===== src/rtl/ilk_rx_pkg.sv =====
package ilk_rx_pkg;

    // Control-word and host-write bit positions
    localparam int CTL_RX_BIT     = 3;
    localparam int HC_REJECT_BIT  = 11;
    localparam int HC_ACCEPT_BIT  = 12;
    localparam int HC_AUTO_BIT    = 14;

    typedef enum logic [1:0] {
        ACK_NONE = 2'b00,
        ACK_OK   = 2'b01,
        ACK_ERR  = 2'b10
    } ack_code_e;

    typedef enum logic [1:0] {
        VD_IGNORE,
        VD_REJECT,
        VD_DISCARD,
        VD_CAPTURE
    } verdict_e;

    typedef enum logic {
        ST_IDLE,
        ST_HOLD
    } rx_state_e;

    typedef struct packed {
        logic      valid;
        ack_code_e code;
    } ack_t;

    // Reject has priority over accept when both are written
    function automatic ack_code_e decision_code(input logic rej, input logic acc);
        if (rej)      return ACK_ERR;
        else if (acc) return ACK_OK;
        else          return ACK_NONE;
    endfunction

endpackage


===== src/rtl/ilk_slot_table.sv =====
module ilk_slot_table
    import ilk_rx_pkg::*;
#(
    parameter int NUM_SLOTS = 4,
    parameter int SLOT_W    = 2,
    parameter int LEN_W     = 16,
    parameter int NUM_SEG   = 2,
    parameter int CAP_W     = 17
) (
    input  logic                     clk,
    input  logic                     rst,
    input  logic                     resv_valid,
    input  logic [SLOT_W-1:0]        resv_slot,
    input  logic                     resv_rx_flag,
    input  logic [NUM_SEG*LEN_W-1:0] resv_seg_cnt,
    input  logic                     rel_valid,
    input  logic [SLOT_W-1:0]        rel_slot,
    output logic                     any_rsv,
    output logic [SLOT_W-1:0]        pick_slot,
    output logic [CAP_W-1:0]         pick_cap
);

    logic [CAP_W-1:0]     new_cap;
    logic [NUM_SLOTS-1:0] rsv_vec;
    logic [CAP_W-1:0]     cap_arr [NUM_SLOTS];

    always_comb begin
        new_cap = '0;
        for (int s = 0; s < NUM_SEG; s++) begin
            new_cap = new_cap + CAP_W'(resv_seg_cnt[s*LEN_W +: LEN_W]);
        end
    end

    for (genvar g = 0; g < NUM_SLOTS; g++) begin : g_slot
        logic             r_q;
        logic [CAP_W-1:0] c_q;
        logic             hit_resv;
        logic             hit_rel;

        assign hit_resv = resv_valid && (resv_slot == SLOT_W'(g));
        assign hit_rel  = rel_valid  && (rel_slot  == SLOT_W'(g));

        // A reservation at the same edge as a release wins
        always_ff @(posedge clk) begin
            if (rst) begin
                r_q <= 1'b0;
                c_q <= '0;
            end else if (hit_resv) begin
                r_q <= resv_rx_flag;
                c_q <= new_cap;
            end else if (hit_rel) begin
                r_q <= 1'b0;
            end
        end

        assign rsv_vec[g] = r_q;
        assign cap_arr[g] = c_q;
    end

    // Lowest reserved index is consumed first
    always_comb begin
        pick_slot = '0;
        pick_cap  = '0;
        for (int s = NUM_SLOTS - 1; s >= 0; s--) begin
            if (rsv_vec[s]) begin
                pick_slot = SLOT_W'(s);
                pick_cap  = cap_arr[s];
            end
        end
    end

    assign any_rsv = |rsv_vec;

endmodule


===== src/rtl/ilk_frame_judge.sv =====
module ilk_frame_judge
    import ilk_rx_pkg::*;
#(
    parameter int TYPE_W    = 3,
    parameter int NUM_TYPES = 8,
    parameter int LEN_W     = 16,
    parameter int CAP_W     = 17
) (
    input  logic [TYPE_W-1:0]    frm_type,
    input  logic [LEN_W-1:0]     frm_len,
    input  logic                 frm_err,
    input  logic [NUM_TYPES-1:0] type_mask,
    input  logic                 any_rsv,
    input  logic [CAP_W-1:0]     pick_cap,
    input  logic                 auto_on,
    output verdict_e             verdict
);

    logic type_on;
    logic too_long;

    assign type_on  = type_mask[frm_type];
    assign too_long = CAP_W'(frm_len) > pick_cap;

    always_comb begin
        if (!type_on)
            verdict = VD_IGNORE;
        else if (frm_err)
            verdict = VD_REJECT;
        else if (!any_rsv)
            verdict = auto_on ? VD_DISCARD : VD_REJECT;
        else if (too_long)
            verdict = VD_REJECT;
        else
            verdict = VD_CAPTURE;
    end

endmodule


===== src/rtl/ilk_ack_fsm.sv =====
module ilk_ack_fsm
    import ilk_rx_pkg::*;
#(
    parameter int SLOT_W = 2,
    parameter int LEN_W  = 16
) (
    input  logic              clk,
    input  logic              rst,
    input  logic              fire,
    input  verdict_e          verdict,
    input  logic [SLOT_W-1:0] pick_slot,
    input  logic [LEN_W-1:0]  frm_len,
    input  logic              auto_on,
    input  logic              dec_wr,
    input  logic              dec_rej,
    input  logic              dec_acc,
    output logic              idle,
    output logic              rel_valid,
    output logic [SLOT_W-1:0] rel_slot,
    output ack_t              ack_q,
    output logic              cmp_valid,
    output logic [SLOT_W-1:0] cmp_slot,
    output logic [LEN_W-1:0]  cmp_count
);

    rx_state_e state_q, state_d;
    ack_t      ack_d;
    ack_code_e dec_code;

    assign idle      = (state_q == ST_IDLE);
    assign rel_valid = fire && (verdict == VD_CAPTURE);
    assign rel_slot  = pick_slot;
    assign dec_code  = decision_code(dec_rej, dec_acc);

    always_comb begin
        state_d = state_q;
        ack_d   = '{valid: 1'b0, code: ACK_NONE};
        if (state_q == ST_IDLE) begin
            if (fire) begin
                unique case (verdict)
                    VD_REJECT:  ack_d = '{valid: 1'b1, code: ACK_ERR};
                    VD_DISCARD: ack_d = '{valid: 1'b1, code: ACK_OK};
                    VD_CAPTURE: begin
                        if (auto_on) ack_d   = '{valid: 1'b1, code: ACK_OK};
                        else         state_d = ST_HOLD;
                    end
                    default: ;
                endcase
            end
        end else begin
            if (dec_wr && dec_code != ACK_NONE) begin
                ack_d   = '{valid: 1'b1, code: dec_code};
                state_d = ST_IDLE;
            end
        end
    end

    always_ff @(posedge clk) begin
        if (rst) begin
            state_q   <= ST_IDLE;
            ack_q     <= '{valid: 1'b0, code: ACK_NONE};
            cmp_valid <= 1'b0;
            cmp_slot  <= '0;
            cmp_count <= '0;
        end else begin
            state_q   <= state_d;
            ack_q     <= ack_d;
            cmp_valid <= rel_valid;
            if (rel_valid) begin
                cmp_slot  <= pick_slot;
                cmp_count <= frm_len;
            end
        end
    end

endmodule


===== src/rtl/ilk_rx_ctrl.sv =====
module ilk_rx_ctrl
    import ilk_rx_pkg::*;
#(
    parameter int NUM_SLOTS = 4,
    parameter int LEN_W     = 16,
    parameter int NUM_SEG   = 2,
    parameter int TYPE_W    = 3,
    parameter int CTL_W     = 8,
    parameter int HOST_W    = 16,
    localparam int SLOT_W    = (NUM_SLOTS > 1) ? $clog2(NUM_SLOTS) : 1,
    localparam int NUM_TYPES = 1 << TYPE_W,
    localparam int CAP_W     = LEN_W + $clog2(NUM_SEG + 1)
) (
    input  logic                     clk,
    input  logic                     rst,
    input  logic                     cfg_wr,
    input  logic [NUM_TYPES-1:0]     cfg_type_mask,
    input  logic                     host_wr,
    input  logic [HOST_W-1:0]        host_wdata,
    input  logic                     resv_valid,
    input  logic [SLOT_W-1:0]        resv_slot,
    input  logic [CTL_W-1:0]         resv_ctrl,
    input  logic [NUM_SEG*LEN_W-1:0] resv_seg_cnt,
    input  logic                     frm_valid,
    output logic                     frm_ready,
    input  logic [TYPE_W-1:0]        frm_type,
    input  logic [LEN_W-1:0]         frm_len,
    input  logic                     frm_err,
    output logic                     ack_valid,
    output logic [1:0]               ack_code,
    output logic                     cmp_valid,
    output logic [SLOT_W-1:0]        cmp_slot,
    output logic [LEN_W-1:0]         cmp_count
);

    logic [NUM_TYPES-1:0] mask_q;
    logic                 auto_q;
    logic                 fire;
    logic                 any_rsv;
    logic [SLOT_W-1:0]    pick_slot;
    logic [CAP_W-1:0]     pick_cap;
    logic                 rel_valid;
    logic [SLOT_W-1:0]    rel_slot;
    verdict_e             verdict;
    ack_t                 ack_q;
    logic                 idle;

    // Bits of the control words that this block does not decode
    logic unused_ctl_bits;
    assign unused_ctl_bits = ^{host_wdata, resv_ctrl};

    always_ff @(posedge clk) begin
        if (rst) begin
            mask_q <= '0;
            auto_q <= 1'b0;
        end else begin
            if (cfg_wr) mask_q <= cfg_type_mask;
            if (host_wr && host_wdata[HC_AUTO_BIT]) auto_q <= 1'b1;
        end
    end

    assign frm_ready = idle;
    assign fire      = frm_valid && frm_ready;

    ilk_slot_table #(
        .NUM_SLOTS (NUM_SLOTS),
        .SLOT_W    (SLOT_W),
        .LEN_W     (LEN_W),
        .NUM_SEG   (NUM_SEG),
        .CAP_W     (CAP_W)
    ) i_slots (
        .clk          (clk),
        .rst          (rst),
        .resv_valid   (resv_valid),
        .resv_slot    (resv_slot),
        .resv_rx_flag (resv_ctrl[CTL_RX_BIT]),
        .resv_seg_cnt (resv_seg_cnt),
        .rel_valid    (rel_valid),
        .rel_slot     (rel_slot),
        .any_rsv      (any_rsv),
        .pick_slot    (pick_slot),
        .pick_cap     (pick_cap)
    );

    ilk_frame_judge #(
        .TYPE_W    (TYPE_W),
        .NUM_TYPES (NUM_TYPES),
        .LEN_W     (LEN_W),
        .CAP_W     (CAP_W)
    ) i_judge (
        .frm_type  (frm_type),
        .frm_len   (frm_len),
        .frm_err   (frm_err),
        .type_mask (mask_q),
        .any_rsv   (any_rsv),
        .pick_cap  (pick_cap),
        .auto_on   (auto_q),
        .verdict   (verdict)
    );

    ilk_ack_fsm #(
        .SLOT_W (SLOT_W),
        .LEN_W  (LEN_W)
    ) i_fsm (
        .clk       (clk),
        .rst       (rst),
        .fire      (fire),
        .verdict   (verdict),
        .pick_slot (pick_slot),
        .frm_len   (frm_len),
        .auto_on   (auto_q),
        .dec_wr    (host_wr),
        .dec_rej   (host_wdata[HC_REJECT_BIT]),
        .dec_acc   (host_wdata[HC_ACCEPT_BIT]),
        .idle      (idle),
        .rel_valid (rel_valid),
        .rel_slot  (rel_slot),
        .ack_q     (ack_q),
        .cmp_valid (cmp_valid),
        .cmp_slot  (cmp_slot),
        .cmp_count (cmp_count)
    );

    assign ack_valid = ack_q.valid;
    assign ack_code  = ack_q.code;

endmodule


===== config.mk =====
export PLATFORM = sky130hd
export DESIGN_NAME = ilk_rx_ctrl
export DESIGN_NICKNAME = d
export VERILOG_FILES = /design/src/rtl/ilk_rx_pkg.sv /design/src/rtl/ilk_slot_table.sv /design/src/rtl/ilk_frame_judge.sv /design/src/rtl/ilk_ack_fsm.sv /design/src/rtl/ilk_rx_ctrl.sv
export SDC_FILE = /design/constraint.sdc
export NUM_CORES = 1
export LEC_CHECK = 0
export CAP_MARGIN = 0
export CORE_ASPECT_RATIO = 0.9
export CORE_MARGIN = 8
export CORE_UTILIZATION = 64
export DETAILED_ROUTE_END_ITERATION = 12
export DONT_BUFFER_PORTS = 1
export PLACE_DENSITY = 0.8
export SYNTH_ARGS = -nofsm -noshare
export SYNTH_HDL_FRONTEND = slang
export SYNTH_SLANG_ARGS = --single-unit
export TNS_END_PERCENT = 50

===== constraint.sdc =====
create_clock -name clk -period 4.2 [get_ports clk]
set_input_delay 0.63 -clock clk [delete_from_list [all_inputs] [get_ports clk]]
set_output_delay 0.63 -clock clk [all_outputs]
set_load 0.005 [all_outputs]

==> flow_summary.json, run 1 <==
{
  "status": "finished, final reports clean",
  "p_int_uw": 1510,
  "portBuffers": 0,
  "skew_ns": 0.0126,
  "grt_use_met3_pct": 5.92,
  "ys_types": 62,
  "area_growth_pct": 4.91,
  "cap_viol_max_count": 0,
  "use_met1_pct": 27.2,
  "p_comb_share_pct": 17.0,
  "setup_violations": 0,
  "fp.dieW_um": 114,
  "seq_area_frac_synth_pct": 37.8,
  "hp-class": "input pin to flip-flop",
  "grt_max_degree": 85,
  "cts_htree_levels": 3,
  "crit_top_cell": "a21o_1",
  "grt_pass1_wl_mm": 22.3,
  "cts_max_path_buffers": 2,
  "syn_area_um2": 5510,
  "arrival_ns": 3.84,
  "crit_path_end_kind": "flip-flop",
  "finalCritPeriodShare_pct": 85.1,
  "start_util_pct": 65.2,
  "n_antenna_cell": 0,
  "vias": 4791,
  "path_cells": "nor2b_1 -> buf_4 -> a221oi_1 -> a221o_1 -> ha_1 -> a21o_1 -> a21o_1 -> a21oi_1 -> nor2_1 -> o31ai_1 -> nand4b_1 -> o41a_1",
  "drv_slew": 0,
  "dieArea_um2": 11800,
  "wl_per_cell_um": 17.6,
  "cts.sink_count": 104,
  "postPlaceCellArea_um2": 5560,
  "tightestPinTransition_ns": 1.13,
  "final_area_um2": 5780,
  "dpl.hpwl_mm": 9.77,
  "cts_tree": "yes",
  "grt_use_met2_pct": 39.2,
  "power.switching_uw": 583,
  "syn-num-nets": 802,
  "synth_area_per_cell_um2": 8.14,
  "ant_nets": 0,
  "n_fill_cell": 661,
  "grt_pass1_vias": 4714,
  "path_clk_slew_ns": 0.10,
  "globalplace.congestion": 0.819,
  "critical_path_class": "flip-flop to flip-flop",
  "fmax_mhz": 280,
  "seq_power_share_pct": 50.1,
  "synthFlopType": "dfxtp_1",
  "wirelength_mm": 13.7,
  "synth_cells": 677,
  "drtIter0Drc": 420,
  "async_reset_ff_share_pct": 0,
  "finalPower_uw": 2090,
  "rsz0062_at_grt": "no",
  "synth_edf_count": 0,
  "coreArea_um2": 8450,
  "final_common_cell": "nand2_1",
  "vdd_drop_max_mv": 0.158,
  "antenna_found_initial": 0,
  "swShare_pct": 27.9,
  "fin_nets": 780,
  "most-common-layout-cells": "nand2_1, dfxtp_1, a21oi_1",
  "die_h_um": 104,
  "finalSetupTns_ns": 0,
  "grt_usage_pct": 22.9,
  "power_density_nw_per_um2": 361,
  "io_pins": 115,
  "drtPass1Iterations": 6,
  "vias_per_cell": 6.15,
  "cts-resized-gates": 0,
  "worst_path_max_delay_cell": "dfxtp_1",
  "crit_path_max_fanout": 11,
  "relSlewSlack_pct": 24.4,
  "drc": 0,
  "ys_warn_count": 0,
  "hold_viol": 0,
  "clkLatencyLatePin_ns": 0.37,
  "ys_seq_elements": 104,
  "p_clk_share_pct": 32.8,
  "rrSetupSlack_ns": 0.63,
  "num_rows": 32,
  "ctsHoldBuffers": 0,
  "grt-busiest-layer": "met2",
  "numCtsBuffers": 9,
  "required_ns": 4.46,
  "p_leak_uw": 0.00213,
  "cp-start-kind": "flip-flop",
  "layout-drive-gt1-share_pct": 6.82,
  "grt-ovfl-total": 0,
  "final_util_pct": 68.4,
  "root_buffer": "clkbuf_8",
  "post-cts-setup-buffers": 0,
  "finalCriticalPeriod_ns": 3.57,
  "critical-path-max-stage-delay_ns": 0.60
}
[metrics by stage]
| step | setup slack, ns | hold slack (ns) | cells |
|---|---|---|---|
| final | 0.627 | 0.325 | 779 |
| after global routing | 0.486 | 0.295 | 779 |
| after CTS | 0.705 | 0.308 | 779 |
| after detailed placement | 0.753 | 0.440 | 763 |
| after global placement | 0.854 | 0.432 | 763 |
| after floorplan | 0.877 | 0.432 | 677 |
[power groups by stage]
| stage | sequential, uW | combinational [uW] | clock [uW] |
|---|---|---|---|
| 6_report | 1050 | 355 | 686 |
| 5_1_grt | 1050 | 396 | 737 |
| 4_1_cts | 1050 | 352 | 693 |
| 3_5_place_dp | 1070 | 349 | 0 |
| 3_3_place_gp | 1070 | 333 | 0 |
| 2_1_floorplan | 1060 | 286 | 0 |
[layout make-up]
type / instances / area (um^2) / area share, %
clock buffer: 10 / 128 / 2.21
clock inverter: 6 / 91.3 / 1.58
inverter: 28 / 105 / 1.82
multi-input combinational: 503 / 3160 / 54.6
sequential: 104 / 2080 / 36.0
tap: 119 / 149 / 2.58
timing repair buffer: 9 / 67.6 / 1.17
[routing by layer]
metal	up-vias	share of wire (%)
met2	166	49
met4	0	1.7
met3	29	8.8
li1	2343	-
met1	2253	41
met5	-	0
[registers in the layout (all words and copies together), names as in the netlist]
signal / cells
i_fsm.state_q: 1
i_slots.g_slot.c_q: 68
i_slots.g_slot.r_q: 4
i_fsm.cmp_valid: 1
i_fsm.cmp_slot: 2
i_fsm.cmp_count: 16
i_fsm.ack_q: 3
auto_q: 1
mask_q: 8
[cells by family (layout without fill, tap and decap cells)]
logic type      after synthesis  in the layout  synth area share (%)
simple gates                249            249                  19.5
compound gates              183            183                  22.8
flops                       104            104                  37.8
buf+inv                      70             53                  5.00
fa+ha+maj                    33             33                  7.63
mux                          29             29                  5.77
xor+xnor                      9              9                  1.43
[path summary, 6_finish.rpt]
kind / startpoint / end / cells past startpoint
max: i_slots.g_slot[2].r_q / i_slots.g_slot[3].r_q / 12
min: rst / auto_q / 1
max reg2reg: i_slots.g_slot[2].r_q / i_slots.g_slot[3].r_q / 12
min reg2reg: i_slots.g_slot[1].c_q[16] / i_slots.g_slot[1].c_q[16] / 2
[critical path: cells and delay by family, from the launching register on]
family          cells  cell delay, ns
fa+ha+maj           1            0.27
compound gates      7            1.99
flops               1            0.60
buf+inv             1            0.20
simple gates        3            0.41
[cells in the mapped netlist (3+ instances only)]
master / number / area share, %
and3_1: 7 / 0.79
o21bai_1: 3 / 0.41
ha_1: 32 / 7.3
nand3_1: 3 / 0.27
a211oi_1: 10 / 1.4
a21o_1: 4 / 0.55
buf_4: 3 / 0.41
inv_1: 28 / 1.9
clkbuf_1: 35 / 2.4
nor2_1: 63 / 4.3
xor2_1: 3 / 0.48
mux2i_1: 25 / 4.5
nor2b_1: 6 / 0.68
o21ai_0: 19 / 1.7
a31oi_1: 3 / 0.34
nand4_1: 3 / 0.34
or2_2: 5 / 0.57
dfxtp_1: 104 / 38
a21oi_1: 75 / 6.8
a221oi_1: 17 / 2.7
a221o_1: 15 / 2.7
buf_1: 3 / 0.20
nor3_1: 5 / 0.45
o21a_1: 7 / 0.95
nand2_1: 138 / 9.4
xnor2_1: 6 / 0.95
nand3b_1: 4 / 0.55
No activity file was read; power rests on OpenSTA's default activity.
==> run 2: changes to the inputs <==
--- a/config.mk
+++ b/config.mk
@@ -5,13 +5,13 @@
 export SDC_FILE = /design/constraint.sdc
 export NUM_CORES = 1
 export LEC_CHECK = 0
+export BUFFER_PORTS_ARGS = -buffer_cell sky130_fd_sc_hd__buf_2
 export CAP_MARGIN = 0
 export CORE_ASPECT_RATIO = 0.9
 export CORE_MARGIN = 8
-export CORE_UTILIZATION = 64
+export CORE_UTILIZATION = 50
 export DETAILED_ROUTE_END_ITERATION = 12
-export DONT_BUFFER_PORTS = 1
-export PLACE_DENSITY = 0.8
+export PLACE_DENSITY = 0.77
 export SYNTH_ARGS = -nofsm -noshare
 export SYNTH_HDL_FRONTEND = slang
 export SYNTH_SLANG_ARGS = --single-unit
==> constraint.sdc (replaced) <==
create_clock -name clk -period 3 [get_ports clk]
set_input_delay 0.45 -clock clk [delete_from_list [all_inputs] [get_ports clk]]
set_output_delay 0.45 -clock clk [all_outputs]
set_load 0.005 [all_outputs]
==> run 2 against run 1 <==
  * The run now ends with setup timing left
  * First-iteration DRC count increased by 12%
  * Critical path depth unchanged
  * Combinational power rose by 85%
  * Maximum frequency increased by 18%
  * Clock skew decreased by 0.0090 ns
  * Clock power rose by 110%
  * Core utilization down 4.6 points
  * Count of clock-buffer cells in the layout is the same
  * Via count grew 12%
  * Sequential cell count unchanged
  * Final area up 19%
  * Sequential power grew 40%
==> flow_summary.json, run 2 (synthesis results as in run 1) <==
{
  "vias": 5373,
  "layout-drive-gt1-share_pct": 24.5,
  "rsz0062_at_grt": "yes",
  "drc": 0,
  "r2r_start": "i_slots.g_slot[3].r_q",
  "grt-ovfl-total": 0,
  "hp-class": "input pin to flip-flop",
  "antenna_found_initial": 0,
  "finalCritPeriodShare_pct": 101,
  "finalCriticalPeriod_ns": 3.02,
  "path_cells": "nor2b_4 -> buf_6 -> buf_4 -> a221oi_2 -> a221o_1 -> ha_1 -> a21o_1 -> a21oi_1 -> a21boi_1 -> o31a_1 -> nor3_4 -> mux2_2",
  "most-common-layout-cells": "nand2_1, dfxtp_1, buf_2",
  "die_h_um": 116,
  "cap_viol_max_count": 0,
  "coreArea_um2": 10800,
  "startpoint": "i_slots.g_slot[3].r_q",
  "numCtsBuffers": 9,
  "cts_max_path_buffers": 2,
  "largest_reg_flops": 68,
  "tightestPinTransition_ns": 0.889,
  "critical-path-max-stage-delay_ns": 0.38,
  "violations": "setup timing",
  "reg_top3": "i_slots.g_slot.c_q (68), i_fsm.cmp_count (16), mask_q (8)",
  "seq_power_share_pct": 41.3,
  "finalPower_uw": 3550,
  "worst_path_max_delay_cell": "mux2_2",
  "grt_pass1_vias": 5126,
  "grt_usage_pct": 20.1,
  "skew_ns": 0.00361,
  "setup_violations": 8,
  "power_density_nw_per_um2": 518,
  "worst_r2r_path_depth": 12,
  "fmax_mhz": 331,
  "grt_max_degree": 48,
  "root_buffer": "clkbuf_16",
  "clkLatencyLatePin_ns": 0.34,
  "top_register": "i_slots.g_slot.c_q",
  "vdd_drop_max_mv": 0.340,
  "wl_per_cell_um": 17.2,
  "p_comb_share_pct": 18.5,
  "swShare_pct": 25.8,
  "drtPass1Iterations": 6,
  "crit_end": "i_fsm.cmp_slot[0]",
  "p_leak_uw": 0.00280,
  "status": "complete, but fails checks",
  "dpl.hpwl_mm": 10.5,
  "dieArea_um2": 14600,
  "io_pins": 115,
  "path_clk_slew_ns": 0.07,
  "cts_htree_levels": 3,
  "final_common_cell": "nand2_1",
  "relSlewSlack_pct": 40.7,
  "fp.dieW_um": 127,
  "cts_tree": "yes",
  "arrival_ns": 3.25,
  "required_ns": 3.22,
  "rrSetupSlack_ns": -0.02,
  "power.switching_uw": 918,
  "grt_pass1_wl_mm": 24.1,
  "start_util_pct": 51.2,
  "crit_path_max_fanout": 7,
  "wirelength_mm": 15.7,
  "r2r-end": "i_fsm.cmp_slot[0]",
  "fin_nets": 899,
  "portBuffers": 94,
  "num_rows": 36,
  "p_int_uw": 2640,
  "drv_slew": 0,
  "ant_nets": 0,
  "setup_slack_ns": -0.0245,
  "p_clk_share_pct": 40.2,
  "cts.sink_count": 104,
  "critical_path_class": "flip-flop to flip-flop",
  "dp_slack_ns": -0.0568,
  "n_antenna_cell": 0,
  "vias_per_cell": 5.89,
  "hold_viol": 0,
  "n_fill_cell": 850,
  "globalplace.congestion": 0.809,
  "area_growth_pct": 24.6,
  "drtIter0Drc": 471,
  "crit_path_end_kind": "flip-flop",
  "cp-start-kind": "flip-flop"
}
[run 2: cell types whose count changed in the layout (fill, tap and decap cells not counted), sizes merged]
cell	change
buf	+116
bufinv	+2
clkbuf	+2
clkinv	-1
inv	-1
or2	+1
[run 2: layout make-up]
class | count | area (um^2) | share of cell area [%]
clock buffers | 10 | 239 | 3.48
repair buffers | 127 | 808 | 11.8
well taps | 133 | 166 | 2.42
flip-flops and latches | 104 | 2090 | 30.4
clock inverters | 6 | 130 | 1.90
inverters | 28 | 105 | 1.53
multi-input cells | 504 | 3330 | 48.5
[run 2: worst max-delay path, delay by kind of cell (launching register included)]
kind                     cells  cell delay, ns
AO/OA/AOI/OAI                6            1.12
adder cells (fa/ha/maj)      1            0.32
multiplexers                 1            0.38
AND/OR/NAND/NOR              2            0.47
buffers and inverters        2            0.27
flip-flops                   1            0.33
[run 2: how the worst min path moves through the flow]
stage	startpoint	end	slack [ns]	cells past startpoint
2_1_floorplan	i_slots.g_slot[3].c_q[9]	i_slots.g_slot[3].c_q[9]	0.43	2
3_3_place_gp	i_slots.g_slot[2].c_q[9]	i_slots.g_slot[2].c_q[9]	0.44	2
3_5_place_dp	i_slots.g_slot[1].c_q[9]	i_slots.g_slot[1].c_q[9]	0.45	2
4_1_cts	cfg_type_mask[3]	mask_q[3]	0.35	3
5_1_grt	cfg_type_mask[3]	mask_q[3]	0.36	3
6_report	cfg_type_mask[3]	mask_q[3]	0.35	3
[run 2: stage by stage]
stage                     hold slack (ns)  util [%]  cell area (um^2)  setup TNS [ns]  cells
after global routing                0.356      63.8              6860           -2.76    912
after CTS                           0.348      61.0              6570               0    903
final                               0.350      63.8              6860         -0.0815    912
after detailed placement            0.446      57.4              6180          -0.528    887
after floorplan                     0.432         -              5540               0    677
after global placement              0.438      57.4              6180         -0.0104    887
[run 2: timing repair]
item	in CTS	in global routing
cloned	0	3
endpoints found under the setup margin	19	27
pin swaps	0	9
hold buffers	0	0
buffers inserted	0	6
gates resized for setup	5	39
endpoints found under the hold margin	0	0
[run 2: per-layer routing]
| layer | vias to the layer above | global-route usage [%] | share of wire (%) |
|---|---|---|---|
| met5 | - | 0 | 0 |
| met4 | 0 | 6.89 | 1.9 |
| met3 | 28 | 3.54 | 8.0 |
| met2 | 235 | 35.8 | 49 |
| met1 | 2527 | 24.1 | 41 |
| li1 | 2583 | - | - |
[run 2: power groups by stage]
stage / clock, uW / combinational, uW / sequential, uW
3_5_place_dp: 0 / 598 / 1490
3_3_place_gp: 0 / 574 / 1490
2_1_floorplan: 0 / 403 / 1490
5_1_grt: 1500 / 725 / 1470
4_1_cts: 1440 / 608 / 1460
6_report: 1430 / 657 / 1470
==> run 3: changes to the inputs <==
--- a/config.mk
+++ b/config.mk
@@ -7,7 +7,6 @@
 export LEC_CHECK = 0
 export BUFFER_PORTS_ARGS = -buffer_cell sky130_fd_sc_hd__buf_2
 export CAP_MARGIN = 0
-export CORE_ASPECT_RATIO = 0.9
 export CORE_MARGIN = 8
 export CORE_UTILIZATION = 50
 export DETAILED_ROUTE_END_ITERATION = 12
==> constraint.sdc (replaced) <==
create_clock -name clk -period 2.7 [get_ports clk]
set_input_delay 0.405 -clock clk [delete_from_list [all_inputs] [get_ports clk]]
set_output_delay 0.405 -clock clk [all_outputs]
set_load 0.005 [all_outputs]
==> run 3 against run 2 <==
  * The flow still finishes with violations (setup timing)
  * Critical path depth up 1
  * Hold slack worse by 0.087 ns
  * Register-to-register slack worse by 0.25 ns
  * Clock power down 40%
  * Combinational power up 16%
  * Critical path type unchanged
  * Largest cell class unchanged
==> flow_summary.json, run 3 (synthesis results as in run 1) <==
{
  "largest_reg_flops": 68,
  "worst_r2r_path_depth": 13,
  "cts_tree": "yes",
  "p_int_uw": 2260,
  "r2r_start": "i_slots.g_slot[0].r_q",
  "whs_path_depth": 3,
  "path_clk_slew_ns": 0.10,
  "area_growth_pct": 23.7,
  "drv_slew": 0,
  "power_density_nw_per_um2": 478,
  "grt_pass1_wl_mm": 24.2,
  "crit_path_max_fanout": 8,
  "crit_end": "i_fsm.cmp_count[11]",
  "final_common_cell": "nand2_1",
  "start_util_pct": 51.0,
  "vias_per_cell": 5.73,
  "skew_ns": 0.0139,
  "root_buffer": "clkbuf_8",
  "antenna_found_initial": 0,
  "cts_htree_levels": 3,
  "status": "complete, but fails checks",
  "tightestPinTransition_ns": 0.855,
  "setup_violations": 27,
  "n_antenna_cell": 0,
  "cts_max_path_buffers": 2,
  "fp.dieW_um": 121,
  "required_ns": 3.00,
  "relSlewSlack_pct": 43.0,
  "cp-start-kind": "flip-flop",
  "startpoint": "i_slots.g_slot[0].r_q",
  "seq_power_share_pct": 50.2,
  "die_h_um": 121,
  "io_pins": 115,
  "top_register": "i_slots.g_slot.c_q",
  "clkLatencyLatePin_ns": 0.37,
  "grt_pass1_vias": 5184,
  "wl_per_cell_um": 16.8,
  "rrSetupSlack_ns": -0.27,
  "ctsHoldBuffers": 0,
  "drc": 0,
  "grt_usage_pct": 20.2,
  "finalCritPeriodShare_pct": 110,
  "coreArea_um2": 10800,
  "numCtsBuffers": 9,
  "p_leak_uw": 0.00276,
  "setup_slack_ns": -0.272,
  "crit_path_end_kind": "flip-flop",
  "drtPass1Iterations": 5,
  "p_clk_share_pct": 26.4,
  "globalplace.congestion": 0.817,
  "critical_path_class": "flip-flop to flip-flop",
  "violations": "setup timing",
  "power.switching_uw": 997,
  "cap_viol_max_count": 0,
  "drtIter0Drc": 358,
  "finalPower_uw": 3260,
  "grt_max_degree": 46,
  "arrival_ns": 3.27,
  "wirelength_mm": 15.6,
  "reg_top3": "i_slots.g_slot.c_q (68), i_fsm.cmp_count (16), mask_q (8)",
  "ant_nets": 0,
  "dpl.hpwl_mm": 10.6,
  "finalCriticalPeriod_ns": 2.97,
  "num_rows": 38,
  "hold_viol": 0,
  "layout-drive-gt1-share_pct": 26.4,
  "vias": 5313,
  "swShare_pct": 30.6,
  "vdd_drop_max_mv": 0.306,
  "p_comb_share_pct": 23.5,
  "hp-class": "input pin to flip-flop",
  "fin_nets": 907,
  "fmax_mhz": 336,
  "portBuffers": 94,
  "most-common-layout-cells": "nand2_1, dfxtp_1, buf_2",
  "rsz0062_at_grt": "yes",
  "cts.sink_count": 104,
  "grt-ovfl-total": 0,
  "r2r-end": "i_fsm.cmp_count[11]",
  "dieArea_um2": 14600,
  "final_util_pct": 63.2
}
[run 3: changes by cell type in the layout (fill, tap and decap cells not counted), sizes merged]
cell | before | now
clkinvlp | 0 | 1
bufinv | 4 | 0
clkinv | 2 | 5
clkbuf | 12 | 10
buf | 125 | 134
bufbuf | 0 | 1
[run 3: cell type report]
cell class | instances | area [um^2]
clock buffer | 10 | 128
timing repair buffer | 135 | 896
sequential | 104 | 2090
inverter | 28 | 105
tap | 140 | 175
multi-input combinational | 504 | 3390
fill | 891 | 3980
clock inverter | 6 | 36.3
[run 3: worst min-delay path by stage]
stage | start | to
floorplan | i_slots.g_slot[3].c_q[9] | i_slots.g_slot[3].c_q[9]
global placement | i_fsm.cmp_count[7] | i_fsm.cmp_count[7]
detailed placement | i_slots.g_slot[0].c_q[9] | i_slots.g_slot[0].c_q[9]
CTS | host_wdata[14] | auto_q
global route | host_wdata[14] | auto_q
finish | host_wdata[14] | auto_q
[run 3: worst max-delay path: stages (launching register included)]
cell and delay [ns]:
dfxtp_4 0.38, or2_4 0.32, a221oi_2 0.20, a221o_1 0.26, ha_4 0.23, nor2b_1 0.12
o21a_1 0.17, o21ai_2 0.15, a21boi_2 0.09, o31a_1 0.34, nor3_4 0.16, buf_12 0.14
buf_12 0.13, mux2i_1 0.20
[run 3: power by group through the flow]
| stage | logic (uW) | registers [uW] | clock network, uW |
|---|---|---|---|
| after floorplan | 449 | 1650 | 0 |
| after global placement | 648 | 1660 | 0 |
| after detailed placement | 677 | 1660 | 0 |
| after CTS | 707 | 1630 | 864 |
| after global routing | 836 | 1640 | 919 |
| final | 764 | 1630 | 859 |
[run 3: what timing repair did]
| item | 4_1_cts | 5_1_grt |
|---|---|---|
| endpoints found under the setup margin | 27 | 27 |
| pin swaps | 10 | 9 |
| gates resized for setup | 27 | 28 |
| setup buffers | 6 | 3 |
| gates cloned | 3 | 0 |
[run 3: metal layers]
| metal | global-route usage [%] | part of all wire [%] |
|---|---|---|
| met5 | 0 | 0 |
| met2 | 35.3 | 50 |
| met1 | 23.6 | 41 |
| met4 | 8.20 | 1.8 |
| met3 | 3.96 | 7.3 |
[run 3: stage by stage]
stage | area [um^2] | instances | hold WS [ns] | setup slack, ns | TNS, ns
3_5_place_dp | 6240 | 899 | 0.447 | -0.492 | -12.01
2_1_floorplan | 5550 | 677 | 0.432 | -0.240 | -3.00
3_3_place_gp | 6240 | 899 | 0.438 | -0.347 | -6.37
5_1_grt | 6820 | 927 | 0.268 | -0.346 | -7.55
6_report | 6820 | 927 | 0.263 | -0.272 | -5.45
4_1_cts | 6630 | 924 | 0.262 | -0.253 | -4.81
